**src/rtl/esq_pkg.sv**
```systemverilog
`timescale 1ns/1ps
package esq_pkg;

    typedef enum logic [2:0] {
        K_NONE = 3'd0,
        K_ARI  = 3'd1,
        K_MUL  = 3'd2,
        K_STO  = 3'd3,
        K_LDW  = 3'd4,
        K_BRA  = 3'd5
    } kind_e;

    // Phase positions in the token shift register (index 0 holds E1).
    localparam int PH_E1 = 0;
    localparam int PH_E2 = 1;
    localparam int PH_E3 = 2;
    localparam int PH_E4 = 3;
    localparam int PH_E5 = 4;
    localparam int PH_E6 = 5;
    localparam int PH_MIN = 6;

    // Spare codes behave as a no-operation.
    function automatic kind_e norm_kind(input logic [2:0] code);
        case (code)
            3'd1:    return K_ARI;
            3'd2:    return K_MUL;
            3'd3:    return K_STO;
            3'd4:    return K_LDW;
            3'd5:    return K_BRA;
            default: return K_NONE;
        endcase
    endfunction

    function automatic logic is_mem(input logic [2:0] k);
        return (k == K_STO) || (k == K_LDW);
    endfunction

endpackage

```
**src/rtl/esq_stage_pipe.sv**
```systemverilog
`timescale 1ns/1ps
module esq_stage_pipe
    import esq_pkg::*;
#(
    parameter int XLEN   = 32,
    parameter int RIDX   = 5,
    parameter int NSTAGE = 10
) (
    input  logic                             clk,
    input  logic                             rst,
    input  logic                             in_vld,
    input  logic [2:0]                       in_kind,
    input  logic                             in_pred,
    input  logic [RIDX-1:0]                  in_dst,
    input  logic [XLEN-1:0]                  in_a,
    input  logic [XLEN-1:0]                  in_b,
    input  logic [XLEN-1:0]                  in_tgt,
    input  logic [XLEN-1:0]                  ret_data,
    output logic [NSTAGE-1:0]                ph_vld,
    output logic [NSTAGE-1:0][2:0]           ph_kind,
    output logic [NSTAGE-1:0][RIDX-1:0]      ph_dst,
    output logic [NSTAGE-1:0][XLEN-1:0]      ph_a,
    output logic [NSTAGE-1:0][XLEN-1:0]      ph_b
);

    typedef struct packed {
        logic [NSTAGE-1:0]           vld;
        logic [NSTAGE-1:0][2:0]      kind;
        logic [NSTAGE-1:0][RIDX-1:0] dst;
        logic [NSTAGE-1:0][XLEN-1:0] a;
        logic [NSTAGE-1:0][XLEN-1:0] b;
    } pipe_t;

    pipe_t st_d, st_q;
    kind_e in_norm;

    always_comb begin
        in_norm = norm_kind(in_kind);
        st_d    = st_q;

        // Entry into E1: cancelled or empty instructions never take a token.
        st_d.vld[PH_E1]  = in_vld && in_pred && (in_norm != K_NONE);
        st_d.kind[PH_E1] = in_norm;
        st_d.dst[PH_E1]  = in_dst;
        st_d.a[PH_E1]    = (in_norm == K_BRA) ? in_tgt : in_a;
        st_d.b[PH_E1]    = in_b;

        for (int j = 1; j < NSTAGE; j++) begin
            st_d.vld[j]  = st_q.vld[j-1];
            st_d.kind[j] = st_q.kind[j-1];
            st_d.dst[j]  = st_q.dst[j-1];
            st_d.a[j]    = st_q.a[j-1];
            st_d.b[j]    = st_q.b[j-1];
        end

        // Address generation happens in E1 and is carried into E2 onwards.
        if (is_mem(st_q.kind[PH_E1]))
            st_d.a[PH_E2] = st_q.a[PH_E1] + st_q.b[PH_E1];

        // Load data returned during E4 is held for the E5 write.
        if (st_q.kind[PH_E4] == K_LDW)
            st_d.b[PH_E5] = ret_data;
    end

    always_ff @(posedge clk) begin
        if (rst) st_q <= '0;
        else     st_q <= st_d;
    end

    assign ph_vld  = st_q.vld;
    assign ph_kind = st_q.kind;
    assign ph_dst  = st_q.dst;
    assign ph_a    = st_q.a;
    assign ph_b    = st_q.b;

    // a cancelled instruction never occupies E1.
    a_r6_pred_cancel: assert property (@(posedge clk) disable iff (rst)
        ($past(in_vld) && !$past(in_pred)) |-> !st_q.vld[PH_E1]);

    // every token advances by exactly one phase per cycle.
    a_r1_advance: assert property (@(posedge clk) disable iff (rst)
        st_q.vld[PH_E1] |=> (st_q.vld[PH_E2]
                             && st_q.kind[PH_E2] == $past(st_q.kind[PH_E1])
                             && st_q.dst[PH_E2]  == $past(st_q.dst[PH_E1])));

    // a load keeps its address through the memory phases.
    a_r4_addr_hold: assert property (@(posedge clk) disable iff (rst)
        (st_q.vld[PH_E2] && st_q.kind[PH_E2] == K_LDW)
            |=> st_q.a[PH_E3] == $past(st_q.a[PH_E2]));

endmodule

```
**src/rtl/esq_wr_arb.sv**
```systemverilog
`timescale 1ns/1ps
module esq_wr_arb #(
    parameter int XLEN  = 32,
    parameter int RIDX  = 5,
    parameter int NCAND = 3
) (
    input  logic                        clk,
    input  logic                        rst,
    input  logic [NCAND-1:0]            c_en,
    input  logic [NCAND-1:0][RIDX-1:0]  c_idx,
    input  logic [NCAND-1:0][XLEN-1:0]  c_dat,
    output logic                        p0_we,
    output logic [RIDX-1:0]             p0_idx,
    output logic [XLEN-1:0]             p0_dat,
    output logic                        p1_we,
    output logic [RIDX-1:0]             p1_idx,
    output logic [XLEN-1:0]             p1_dat,
    output logic                        clash
);

    localparam int NPORT = 2;
    localparam int CW    = $clog2(NCAND + 1);

    logic [NCAND-1:0][NCAND-1:0] same_hit;
    logic [CW-1:0]               n_land;

    // Pairwise destination compare; only the upper triangle is meaningful.
    for (genvar i = 0; i < NCAND; i++) begin : g_row
        for (genvar j = 0; j < NCAND; j++) begin : g_col
            if (j > i) begin : g_pair
                assign same_hit[i][j] = c_en[i] && c_en[j] && (c_idx[i] == c_idx[j]);
            end else begin : g_none
                assign same_hit[i][j] = 1'b0;
            end
        end
    end

    // Candidates arrive oldest first; ports are filled in that order.
    always_comb begin
        p0_we  = 1'b0;
        p0_idx = '0;
        p0_dat = '0;
        p1_we  = 1'b0;
        p1_idx = '0;
        p1_dat = '0;
        n_land = '0;
        for (int i = 0; i < NCAND; i++) begin
            if (c_en[i]) begin
                n_land = n_land + 1'b1;
                if (!p0_we) begin
                    p0_we  = 1'b1;
                    p0_idx = c_idx[i];
                    p0_dat = c_dat[i];
                end else if (!p1_we) begin
                    p1_we  = 1'b1;
                    p1_idx = c_idx[i];
                    p1_dat = c_dat[i];
                end
            end
        end
        clash = (|same_hit) || (n_land > CW'(NPORT));
    end

    // port 1 is only used behind port 0.
    a_r7_fill_order: assert property (@(posedge clk) disable iff (rst)
        p1_we |-> p0_we);

    // any landing write reaches a port.
    a_r7_no_loss: assert property (@(posedge clk) disable iff (rst)
        (c_en != '0) |-> p0_we);

    // two port writes to one register must be flagged.
    a_r8_same_reg: assert property (@(posedge clk) disable iff (rst)
        (p0_we && p1_we && p0_idx == p1_idx) |-> clash);

    // more landing writes than ports must be flagged.
    a_r8_excess: assert property (@(posedge clk) disable iff (rst)
        ($countones(c_en) > NPORT) |-> clash);

endmodule

```
**src/rtl/exec_phase_seq.sv**
```systemverilog
`timescale 1ns/1ps
module exec_phase_seq
    import esq_pkg::*;
#(
    parameter int XLEN   = 32,
    parameter int NREG   = 32,
    parameter int MULW   = 16,
    parameter int NSTAGE = 10
) (
    input  logic                     clk,
    input  logic                     rst,
    input  logic                     iss_valid,
    input  logic [2:0]               iss_kind,
    input  logic                     iss_pred,
    input  logic [$clog2(NREG)-1:0]  iss_dst,
    input  logic [XLEN-1:0]          iss_opa,
    input  logic [XLEN-1:0]          iss_opb,
    input  logic [XLEN-1:0]          iss_target,
    input  logic [XLEN-1:0]          mem_rdata,
    output logic                     rf0_we,
    output logic [$clog2(NREG)-1:0]  rf0_idx,
    output logic [XLEN-1:0]          rf0_data,
    output logic                     rf1_we,
    output logic [$clog2(NREG)-1:0]  rf1_idx,
    output logic [XLEN-1:0]          rf1_data,
    output logic                     rf_clash,
    output logic                     mreq_vld,
    output logic                     mreq_we,
    output logic [XLEN-1:0]          mreq_addr,
    output logic [XLEN-1:0]          mreq_wdata,
    output logic                     macc_vld,
    output logic                     macc_we,
    output logic [XLEN-1:0]          macc_addr,
    output logic                     mret_vld,
    output logic                     redir_vld,
    output logic [XLEN-1:0]          redir_pc
);

    localparam int RIDX  = $clog2(NREG);
    localparam int NCAND = 3;
    localparam int CD_LD = 0;   // oldest landing write
    localparam int CD_MU = 1;
    localparam int CD_AR = 2;   // youngest landing write

    logic [NSTAGE-1:0]           ph_vld;
    logic [NSTAGE-1:0][2:0]      ph_kind;
    logic [NSTAGE-1:0][RIDX-1:0] ph_dst;
    logic [NSTAGE-1:0][XLEN-1:0] ph_a;
    logic [NSTAGE-1:0][XLEN-1:0] ph_b;

    logic [NCAND-1:0]            c_en;
    logic [NCAND-1:0][RIDX-1:0]  c_idx;
    logic [NCAND-1:0][XLEN-1:0]  c_dat;
    logic signed [2*MULW-1:0]    mul_full;
    logic                        live;

    esq_stage_pipe #(
        .XLEN   (XLEN),
        .RIDX   (RIDX),
        .NSTAGE (NSTAGE)
    ) u_pipe (
        .clk      (clk),
        .rst      (rst),
        .in_vld   (iss_valid),
        .in_kind  (iss_kind),
        .in_pred  (iss_pred),
        .in_dst   (iss_dst),
        .in_a     (iss_opa),
        .in_b     (iss_opb),
        .in_tgt   (iss_target),
        .ret_data (mem_rdata),
        .ph_vld   (ph_vld),
        .ph_kind  (ph_kind),
        .ph_dst   (ph_dst),
        .ph_a     (ph_a),
        .ph_b     (ph_b)
    );

    always_comb begin
        live     = !rst;
        mul_full = $signed(ph_a[PH_E2][MULW-1:0]) * $signed(ph_b[PH_E2][MULW-1:0]);

        c_en[CD_LD]  = live && ph_vld[PH_E5] && (ph_kind[PH_E5] == K_LDW);
        c_idx[CD_LD] = ph_dst[PH_E5];
        c_dat[CD_LD] = ph_b[PH_E5];

        c_en[CD_MU]  = live && ph_vld[PH_E2] && (ph_kind[PH_E2] == K_MUL);
        c_idx[CD_MU] = ph_dst[PH_E2];
        c_dat[CD_MU] = XLEN'(mul_full);

        c_en[CD_AR]  = live && ph_vld[PH_E1] && (ph_kind[PH_E1] == K_ARI);
        c_idx[CD_AR] = ph_dst[PH_E1];
        c_dat[CD_AR] = ph_a[PH_E1] + ph_b[PH_E1];

        mreq_vld   = live && ph_vld[PH_E2] && is_mem(ph_kind[PH_E2]);
        mreq_we    = ph_kind[PH_E2] == K_STO;
        mreq_addr  = ph_a[PH_E2];
        mreq_wdata = ph_b[PH_E2];

        macc_vld   = live && ph_vld[PH_E3] && is_mem(ph_kind[PH_E3]);
        macc_we    = ph_kind[PH_E3] == K_STO;
        macc_addr  = ph_a[PH_E3];

        mret_vld   = live && ph_vld[PH_E4] && (ph_kind[PH_E4] == K_LDW);

        redir_vld  = live && ph_vld[PH_E6] && (ph_kind[PH_E6] == K_BRA);
        redir_pc   = ph_a[PH_E6];
    end

    esq_wr_arb #(
        .XLEN  (XLEN),
        .RIDX  (RIDX),
        .NCAND (NCAND)
    ) u_arb (
        .clk    (clk),
        .rst    (rst),
        .c_en   (c_en),
        .c_idx  (c_idx),
        .c_dat  (c_dat),
        .p0_we  (rf0_we),
        .p0_idx (rf0_idx),
        .p0_dat (rf0_data),
        .p1_we  (rf1_we),
        .p1_idx (rf1_idx),
        .p1_dat (rf1_data),
        .clash  (rf_clash)
    );

    // an access follows every request one cycle later at the same address.
    a_r3_acc_follows_req: assert property (@(posedge clk) disable iff (rst)
        mreq_vld |=> (macc_vld && macc_addr == $past(mreq_addr)
                      && macc_we == $past(mreq_we)));

    // a data return only follows a read access.
    a_r4_ret_after_read: assert property (@(posedge clk) disable iff (rst)
        mret_vld |-> ($past(macc_vld) && !$past(macc_we)));

    // a redirect comes from a live branch issued six edges earlier.
    a_r5_redirect_src: assert property (@(posedge clk) disable iff (rst)
        redir_vld |-> $past(iss_valid && iss_pred && iss_kind == 3'd5, 6));

    // nothing survives a reset into the first cycle after it.
    a_r9_post_reset_quiet: assert property (@(posedge clk) disable iff (rst)
        $past(rst) |-> !(rf0_we || rf1_we || mreq_vld || macc_vld
                         || mret_vld || redir_vld || rf_clash));

endmodule

```
**config.mk**
```make
export PLATFORM = sky130hd
export DESIGN_NAME = exec_phase_seq
export DESIGN_NICKNAME = d
export VERILOG_FILES = /design/src/rtl/esq_pkg.sv /design/src/rtl/esq_stage_pipe.sv /design/src/rtl/esq_wr_arb.sv /design/src/rtl/exec_phase_seq.sv
export SDC_FILE = /design/constraint.sdc
export NUM_CORES = 1
export LEC_CHECK = 0
export BUFFER_PORTS_ARGS = -buffer_cell sky130_fd_sc_hd__buf_2
export CAP_MARGIN = 20
export CORE_UTILIZATION = 45
export DETAILED_ROUTE_END_ITERATION = 7
export SLEW_MARGIN = 0
export SYNTH_ARGS = -nofsm -noshare
export SYNTH_HDL_FRONTEND = slang
export SYNTH_SLANG_ARGS = --single-unit
```
**constraint.sdc**
```tcl
create_clock -name clk -period 20.6 [get_ports clk]
set_clock_uncertainty 0.1 [all_clocks]
set_input_delay 1.03 -clock clk [delete_from_list [all_inputs] [get_ports clk]]
set_output_delay 1.03 -clock clk [all_outputs]
set_load 0.02 [all_outputs]
```
* After elaboration in Yosys (flattened, before gate mapping)
Cells that the tools add are included.
** Storage, ports and cells
- Register bits :: 401
** Cells by class
- Add/subtract/negate cells :: 3
- $mul :: 1
- Magnitude comparators :: 1
- Equality and inequality tests :: 20
- Muxes and demuxes :: 34
- Reduce and logical (&&, ||, !) cells :: 28
** Operators with widths (count)
- two-way mux 32 bit :: 13
- two-way mux 5 bit :: 10
- adder 32 bit :: 1
- multiplier 16 x 16 -> 32 bit :: 1
- equality test 3 bit (second input constant) :: 9
- logical AND 1 bit :: 21
- equality test 3 x 2 -> 1 bit (second input constant) :: 6
- equality test 5 bit :: 3
- case mux 3 bit (5 select lines) :: 1
- two-way mux 1 bit :: 8
- equality test 3 x 1 -> 1 bit (second input constant) :: 2
- logical OR 1 bit :: 4
- two-way mux 2 bit :: 2
- nonzero test 3 bit :: 1
- OR reduction 3 bit :: 1
- adder 1 x 1 -> 2 bit (second input constant) :: 1
- adder 2 x 1 -> 2 bit (second input constant) :: 1
- greater-than comparator 2 bit (second input constant) :: 1
- logical NOT 1 bit :: 1

* Depth between registers and ports, before layout
Gate-level depths: netlist of the first run.
- Depth in word-level cells :: 10
- Mapped depth :: 26
- Gate-level depth less buffers :: 23

* Modules after synthesis
From an unflattened synthesis of the first run, not the netlist that was laid out.
** Second synthesis, totals
- Cells, all modules :: 4203
- Area total of the unflattened synthesis :: 39454.1 µm²
** By module, submodules not included
- esq_stage_pipe :: instances 1, cells each 2584, area an instance 26404.1 µm²
- exec_phase_seq :: instances 1, cells each 1332, area an instance 11499.8 µm²
- esq_wr_arb :: instances 1, cells each 287, area an instance 1550.2 µm²

* Worst setup path after synthesis of the first run
No wires, ideal clock.
- Path type :: register to output
- Start :: register u_pipe.st_q, in the netlist u_pipe.ph_a[47]
- End :: output rf0_data[31]
- Arrival time :: 6.310 ns
- Data required time :: 19.470 ns
- Setup slack :: 13.160 ns
- Stages on the path, launching flop included :: 23
- Cell sequence :: dfxtp_1 clkbuf_1 nand2_1 inv_1 fa_1 fa_1 fa_1 fa_1 fa_1 inv_1 fa_1 inv_1 ha_1 a21oi_1 nor2b_1 o21ai_0 nand2b_1 a21oi_1 a31oi_4 o2111a_1 a211oi_2 a221oi_2 a21oi_1
** Between the ends
- Longest elaborated chain between the ends :: 5
** RTL lines
- start: declaration :: line esq_stage_pipe.sv:34 : pipe_t st_d, st_q;
- start signal: assignment :: line esq_stage_pipe.sv:67 : else st_q <= st_d;
- multiplier 16 x 16 -> 32 bit (*) :: line exec_phase_seq.sv:81 : mul_full = $signed(ph_a[PH_E2][MULW-1:0]) * $signed(ph_b[PH_E2][MULW-1:0]);
- two-way mux 32 bit (*) :: line esq_wr_arb.sv:50 : if (!p0_we) begin
- two-way mux 32 bit (*) :: line esq_wr_arb.sv:48 : if (c_en[i]) begin
- two-way mux 32 bit :: line esq_wr_arb.sv:50
- two-way mux 32 bit (*) :: line esq_wr_arb.sv:48
- end: declaration :: line exec_phase_seq.sv:22 : output logic [XLEN-1:0] rf0_data,
Every way passes the cells marked *; elsewhere a longest branch is shown, timed or not.

* Final worst setup path of the first run
- Start :: register u_pipe.st_q, in the netlist u_pipe.ph_a[38]
- End :: output rf0_data[31]
Same word-level chain as after synthesis.

==> results of run 1 <==
==> cell families (layout without fill, tap and decap cells) <==
kind of cell | count (synthesis) | count (layout) | share of synthesized area
fa+ha+maj | 379 | 379 | 0.264
other cells | 0 | 1 | 0
simple gates | 961 | 961 | 0.194
compound gates | 376 | 376 | 0.0947
flops | 401 | 401 | 0.316
buf+inv | 564 | 765 | 0.104
xor+xnor | 80 | 80 | 0.0278
==> worst paths after layout <==
| path | slack (ns) | endpoint | from | cells after the start |
|---|---|---|---|---|
| max reg2reg | 17.33 | u_pipe.ph_a[62] | u_pipe.ph_a[0] | 13 |
| min reg2reg | 0.33 | u_pipe.ph_dst[15] | u_pipe.ph_dst[10] | 1 |
| min | 0.33 | u_pipe.ph_dst[15] | u_pipe.ph_dst[10] | 1 |
| max | 11.66 | rf0_data[31] | u_pipe.ph_a[38] | 23 |
==> metrics by stage <==
stage	setup slack, ns	instances
finish	11.66	3711
global route	11.31	3710
CTS	11.56	3706
detailed placement	12.22	3626
global placement	12.27	3626
floorplan	13.16	2761
==> metal layers <==
metal | vias up | track usage | wire (µm)
li1 | 8860 | - | -
met1 | 9103 | 0.350 | 32200
met2 | 641 | 0.401 | 32900
met3 | 98 | 0.0417 | 4500
met4 | 0 | 0.0715 | 1800
met5 | - | 0 | 0
==> state kept, by name (all words and copies together), names as in the netlist <==
name            flops
u_pipe.ph_a       192
u_pipe.ph_b       160
u_pipe.ph_dst      25
u_pipe.ph_kind     18
u_pipe.ph_vld       6
==> critical path, cell delays in order, from the launching register on <==
cell and delay, ns:
dfxtp_1 1.00, nand2_1 0.18, fa_1 0.56, inv_1 0.06
fa_1 0.51, inv_1 0.06, fa_1 0.54, inv_1 0.05
fa_1 0.49, fa_1 0.50, inv_1 0.05, fa_1 0.49
inv_1 0.05, ha_1 0.35, and3_1 0.26, nand2_1 0.10
o2111a_1 0.33, or3_4 0.44, a31oi_4 0.21, o21ai_1 0.09
a211oi_2 0.35, a221oi_2 0.10, a21oi_1 0.22, buf_2 0.21
==> synth_stat cells, types with 20 or more instances <==
| cell | instances | area [µm²] |
|---|---|---|
| a21o_1 | 29 | 218 |
| a21oi_1 | 154 | 771 |
| and2_1 | 128 | 801 |
| buf_4 | 129 | 968 |
| clkbuf_1 | 112 | 420 |
| dfxtp_1 | 401 | 8030 |
| fa_1 | 263 | 5270 |
| ha_1 | 116 | 1450 |
| inv_1 | 311 | 1170 |
| nand2_1 | 325 | 1220 |
| nand3_1 | 21 | 105 |
| nor2_1 | 107 | 402 |
| nor2b_1 | 304 | 1900 |
| o21a_1 | 20 | 150 |
| o21ai_0 | 42 | 210 |
| xnor2_1 | 41 | 359 |
| xor2_1 | 38 | 333 |
==> cell type report <==
class                   instances  area [µm²]
fillers                      5185       27000
multi-input cells            1796       14800
flip-flops and latches        401        8030
repair buffers                373        2010
clock buffers                  57        1200
inverters                     312        1170
well taps                     748         936
clock inverters                23         299
diodes                          1        2.50
==> power by group through the flow <==
stage,registers (mW),logic [mW],clock network [mW]
2_1_floorplan,0.828,0.220,0
3_3_place_gp,0.849,0.297,0
3_5_place_dp,0.849,0.297,0
4_1_cts,0.832,0.304,0.822
5_1_grt,0.834,0.339,0.855
6_report,0.832,0.307,0.806
==> cell usage in the layout, fill, tap and decap left out, types with 12 or more instances in the layout <==
| cell type | Yosys | final |
|---|---|---|
| a211oi_1 | 19 | 19 |
| a21o_1 | 29 | 29 |
| a21oi_1 | 154 | 153 |
| a221oi_1 | 14 | 14 |
| and2_1 | 128 | 127 |
| buf_2 | 1 | 349 |
| buf_4 | 129 | 19 |
| clkbuf_16 | 0 | 43 |
| dfxtp_1 | 401 | 401 |
| fa_1 | 263 | 263 |
| ha_1 | 116 | 116 |
| inv_1 | 311 | 311 |
| nand2_1 | 325 | 325 |
| nand2b_1 | 12 | 12 |
| nand3_1 | 21 | 21 |
| nor2_1 | 107 | 107 |
| nor2b_1 | 304 | 304 |
| nor3_1 | 18 | 17 |
| o21a_1 | 20 | 20 |
| o21ai_0 | 42 | 42 |
| o21ai_1 | 12 | 12 |
| o22ai_1 | 17 | 17 |
| xnor2_1 | 41 | 41 |
| xor2_1 | 38 | 38 |
==> impl_metrics.csv, run 1 <==
group,metric,value,unit
route,ant_nets,0,
sta,hold_violations,0,
synthesis,syn_avg_cell_area,9.21,µm²
clocking,cts_setup_buffers,0,
die,initial_core_util,0.459,
power_and_ir_drop,power.leakage,13.7,nW
sta,rsz0062_at_grt,"false",
layout,syn2layout_area_growth,11.8,%
route,drtIter0Drc,1174,
synthesis,ys_ff_latch,401,
setup_path,cp_max_fo,18,
clocking,post_cts_resized,0,
setup_path,cp.required,19.47,ns
synthesis,synth-edff-count,0,
global_route,grt_use_total,0.252,
die,die_w,240,µm
route,via_per_inst,5.04,
setup_path,startpoint_type,"register",
clocking,htree_num_levels,2,
sta,tightest_slew,1.07,ns
sta,fmax,112,MHz
synthesis,synth_area,25400,µm²
run_status,status,"complete, no violations",
global_route,grt_pass1_vias,19100,
layout,fin_util,0.513,
layout,layout.nets,3446,
run,drv_cap,0,
clocking,clock_latency,0.58,ns
sta,final.period_utilization,0.434,
global_route,grt_max_degree,151,
route,wl_per_cell,19.2,µm
clocking,root_buffer,"clkbuf_16",
min_path,hp-class,"register to register",
route,firstDrtPassIters,5,
synthesis,ys_seq_area_frac,0.316,
power_and_ir_drop,totalPowerFinal,1.94,mW
clocking,cts_buffer_depth,3,
clocking,cts_tree,"done",
die,pin_count,351,
sta,maxSlewViolCount,0,
route,wl,71.4,mm
die,rows,86,
clocking,postCtsHoldBufs,0,
setup_path,arrival,7.81,ns
placement,port_buffers,350,
power_and_ir_drop,swShare,0.282,
power_and_ir_drop,switchingPower,0.548,mW
sta,timing.hold.ws,0.333,ns
power_and_ir_drop,comb_power_share,0.158,
synthesis,yosysWarnings,0,
sta,tns,0,ns
layout,stdcell_area,28400,µm²
synthesis,async_flop_share,0,
setup_path,worst-setup-path-type,"register to primary output",
die,core_area,55400,µm²
global_route,grt_antenna_before_repair,3,
clocking,clock_sinks,401,
global_route,grt_pass1_wl,110,mm
placement,hpwl,56.1,mm
power_and_ir_drop,p_int,1.40,mW
setup_path,end_kind,"primary output",
sta,setup-violations-final,0,
route,drc_errors,0,
synthesis,syn-instance-count,2761,
global_route,grt-ovfl-total,0,
die,fp.dieArea,57500,µm²
clocking,clk_pin_slew,0.06,ns
layout,layout-drive-gt1-share,0.158,
sta,min_period,8.94,ns
synthesis,synthFlopType,"dfxtp_1",
power_and_ir_drop,powerDensity,68.3,nW/µm²
placement,gp_congestion,0.893,
placement,dpl_cell_area,26800,µm²
clocking,numCtsBuffers,43,
power_and_ir_drop,pwr-share-clk,0.414,
power_and_ir_drop,p_seq_frac,0.428,
synthesis,synth_cell_types,72,
route,num_vias,18700,
power_and_ir_drop,vdd_drop_max,0.0000510,V
sta,max_slew_margin,0.287,
die,dieHeight,240,µm
synthesis,syn_nets,3280,
No activity file was read; power rests on OpenSTA's default activity.
==> inputs of run 2 (changes only) <==
- clock period: 20.6 -> 9.05 ns (I/O delays scaled with it)
==> run 2 against run 1 <==
Critical path depth unchanged. Setup slack lost 11 ns. Count of clock-buffer cells in the layout is 2 lower. Wire length is 1.4% higher. Non-clock buffer count up 48. Sequential share of layout area shrank 0.46 points. Global-route usage is 0.33 points higher.
==> impl_metrics.csv, run 2 (synthesized netlist as in run 1, its figures left out) <==
group,metric,value,unit
run_status,status,"complete, no violations",
clocking,numCtsBuffers,42,
run,drv_cap,0,
sta,tightest_slew,1.19,ns
setup_path,startpoint_type,"register",
clocking,post_cts_resized,0,
sta,maxSlewViolCount,0,
global_route,grt_max_degree,151,
placement,hpwl,56.8,mm
global_route,grt_antenna_before_repair,5,
setup_path,crit_buf_inv,6,
setup_path,slowest_delay,1.10,ns
layout,fin_util,0.522,
clocking,htree_num_levels,2,
clocking,root_buffer,"clkbuf_16",
global_route,grt-ovfl-total,0,
placement,gp_congestion,0.911,
setup_path,arrival,7.96,ns
setup_path,crit_start,"u_pipe.ph_a[39]",
setup_path,cp.required,8.50,ns
sta,timing.hold.ws,0.0157,ns
setup_path,crit_path_end,"rf1_data[31]",
die,pin_count,351,
die,core_area,55400,µm²
die,die_w,240,µm
setup_path,path_depth,23,
layout,mostFrequentLayoutCell,"dfxtp_1",
setup_path,r2r_cells,13,
die,fp.dieArea,57500,µm²
clocking,clk_pin_slew,0.06,ns
layout,antenna_cells,0,
clocking,clock_latency,0.58,ns
die,dieHeight,240,µm
route,drtIter0Drc,1223,
die,initial_core_util,0.459,
clocking,cts_buffer_depth,3,
placement,port_buffers,350,
route,ant_nets,0,
route,wl_per_cell,19.3,µm
route,drc_errors,0,
power_and_ir_drop,vdd_drop_max,0.000163,V
sta,max_slew_margin,0.205,
placement,dp_cells,3629,
layout,syn2layout_area_growth,13.7,%
power_and_ir_drop,powerDensity,155,nW/µm²
die,rows,86,
sta,hold_violations,0,
clocking,cts_tree,"done",
layout,largest_reg_flops,192,
route,wl,72.3,mm
setup_path,end_kind,"primary output",
sta,fmax,117,MHz
min_path,hp-class,"input port to register",
setup_path,r2r_setup_slack,5.71,ns
sta,setup-violations-final,0,
route,via_per_inst,5.04,
setup_path,cp_max_fo,18,
global_route,grt_use_total,0.255,
route,firstDrtPassIters,6,
setup_path,reg2reg_from,"u_pipe.ph_a[0]",
setup_path,regToRegEndpoint,"u_pipe.ph_a[62]",
layout,layout.nets,3493,
setup_path,worst-setup-path-type,"register to primary output",
sta,final.period_utilization,0.940,
clocking,clock_sinks,401,
sta,rsz0062_at_grt,"false",
layout,final_cell_mix,"401 x dfxtp_1, 349 x buf_2, 325 x nand2_1",
setup_path,path_delay_family,"adder cells",
setup_path,critPathMostFrequentCell,"fa_1",
layout,layout-drive-gt1-share,0.157,
setup_path,slowest_stage,"dfxtp_1",
sta,min_period,8.51,ns
layout,finalNonFillerCells,3755,
route,num_vias,18900,
setup_path,crit_chain,"nand2_1, fa_1, inv_1, fa_1, inv_1, fa_1, inv_1, fa_1, fa_1, inv_1, fa_1, inv_1, ha_1, and3_1, nand2_1, o2111a_1, or3_4, a31oi_4, o21ai_1, a211oi_2, nand2_1, o21ai_0, buf_2",
global_route,grt_pass1_wl,111,mm
sta,tns,0,ns
power_and_ir_drop,power.leakage,13.9,nW
global_route,grt_pass1_vias,19100,
## run 2: cell count changes in the layout (fill, tap and decap cells not counted), sizes merged
cell | previous run | this run
buf | 373 | 374
clkbuf | 57 | 55
clkinvlp | 3 | 5
clkinv | 12 | 8
dlygate4sd3 | 0 | 47
bufinv | 5 | 6
diode | 1 | 0
## run 2: where the power goes
group	switching, mW	internal (mW)
clock	0.745	1.13
combinational	0.432	0.279
sequential	0.0768	1.82
## run 2: cell type report
class                   count  area, µm²
clock buffers              55       1210
clock inverters            22        332
fillers                  5146      26500
inverters                 312       1170
multi-input cells        1796      14800
flip-flops and latches    401       8030
well taps                 748        936
repair buffers            421       2440
## run 2: worst min-delay path by stage
stage          cells past startpoint           endpoint              start  slack (ns)
4_1_cts                            3    u_pipe.ph_a[19]        iss_opa[19]      0.0008
6_report                           3   u_pipe.ph_b[133]       mem_rdata[5]        0.02
5_1_grt                            3    u_pipe.ph_a[19]        iss_opa[19]        0.02
3_3_place_gp                       1   u_pipe.ph_a[167]   u_pipe.ph_a[135]        0.32
2_1_floorplan                      1   u_pipe.ph_a[128]    u_pipe.ph_a[96]        0.31
3_5_place_dp                       1  u_pipe.ph_dst[24]  u_pipe.ph_dst[19]        0.32
## run 2: metrics by stage
step / total power, mW / instance area (µm²) / setup WS, ns
after detailed placement: 2.61 / 26900 / 1.29
after floorplan: 2.39 / 25400 / 2.19
after global routing: 4.67 / 28900 / 0.291
after CTS: 4.51 / 28900 / 0.626
final: 4.48 / 28900 / 0.539
after global placement: 2.61 / 26900 / 1.29
## run 2: worst min-delay path, stage by stage
cell and delay (ns):
buf_2 0.10, nand2_1 0.05, a21oi_1 0.05
## run 2: repair_timing
item,in CTS,in global routing
hold buffers,47,0
buffers inserted,0,0
endpoints found under the hold margin,44,0
## run 2: routing by layer
metal / track usage / vias to the layer above / share of wire
met5: 0 / - / 0
met3: 0.0583 / 125 / 0.076
li1: - / 8960 / -
met2: 0.397 / 661 / 0.45
met1: 0.345 / 9196 / 0.44
met4: 0.0942 / 0 / 0.035
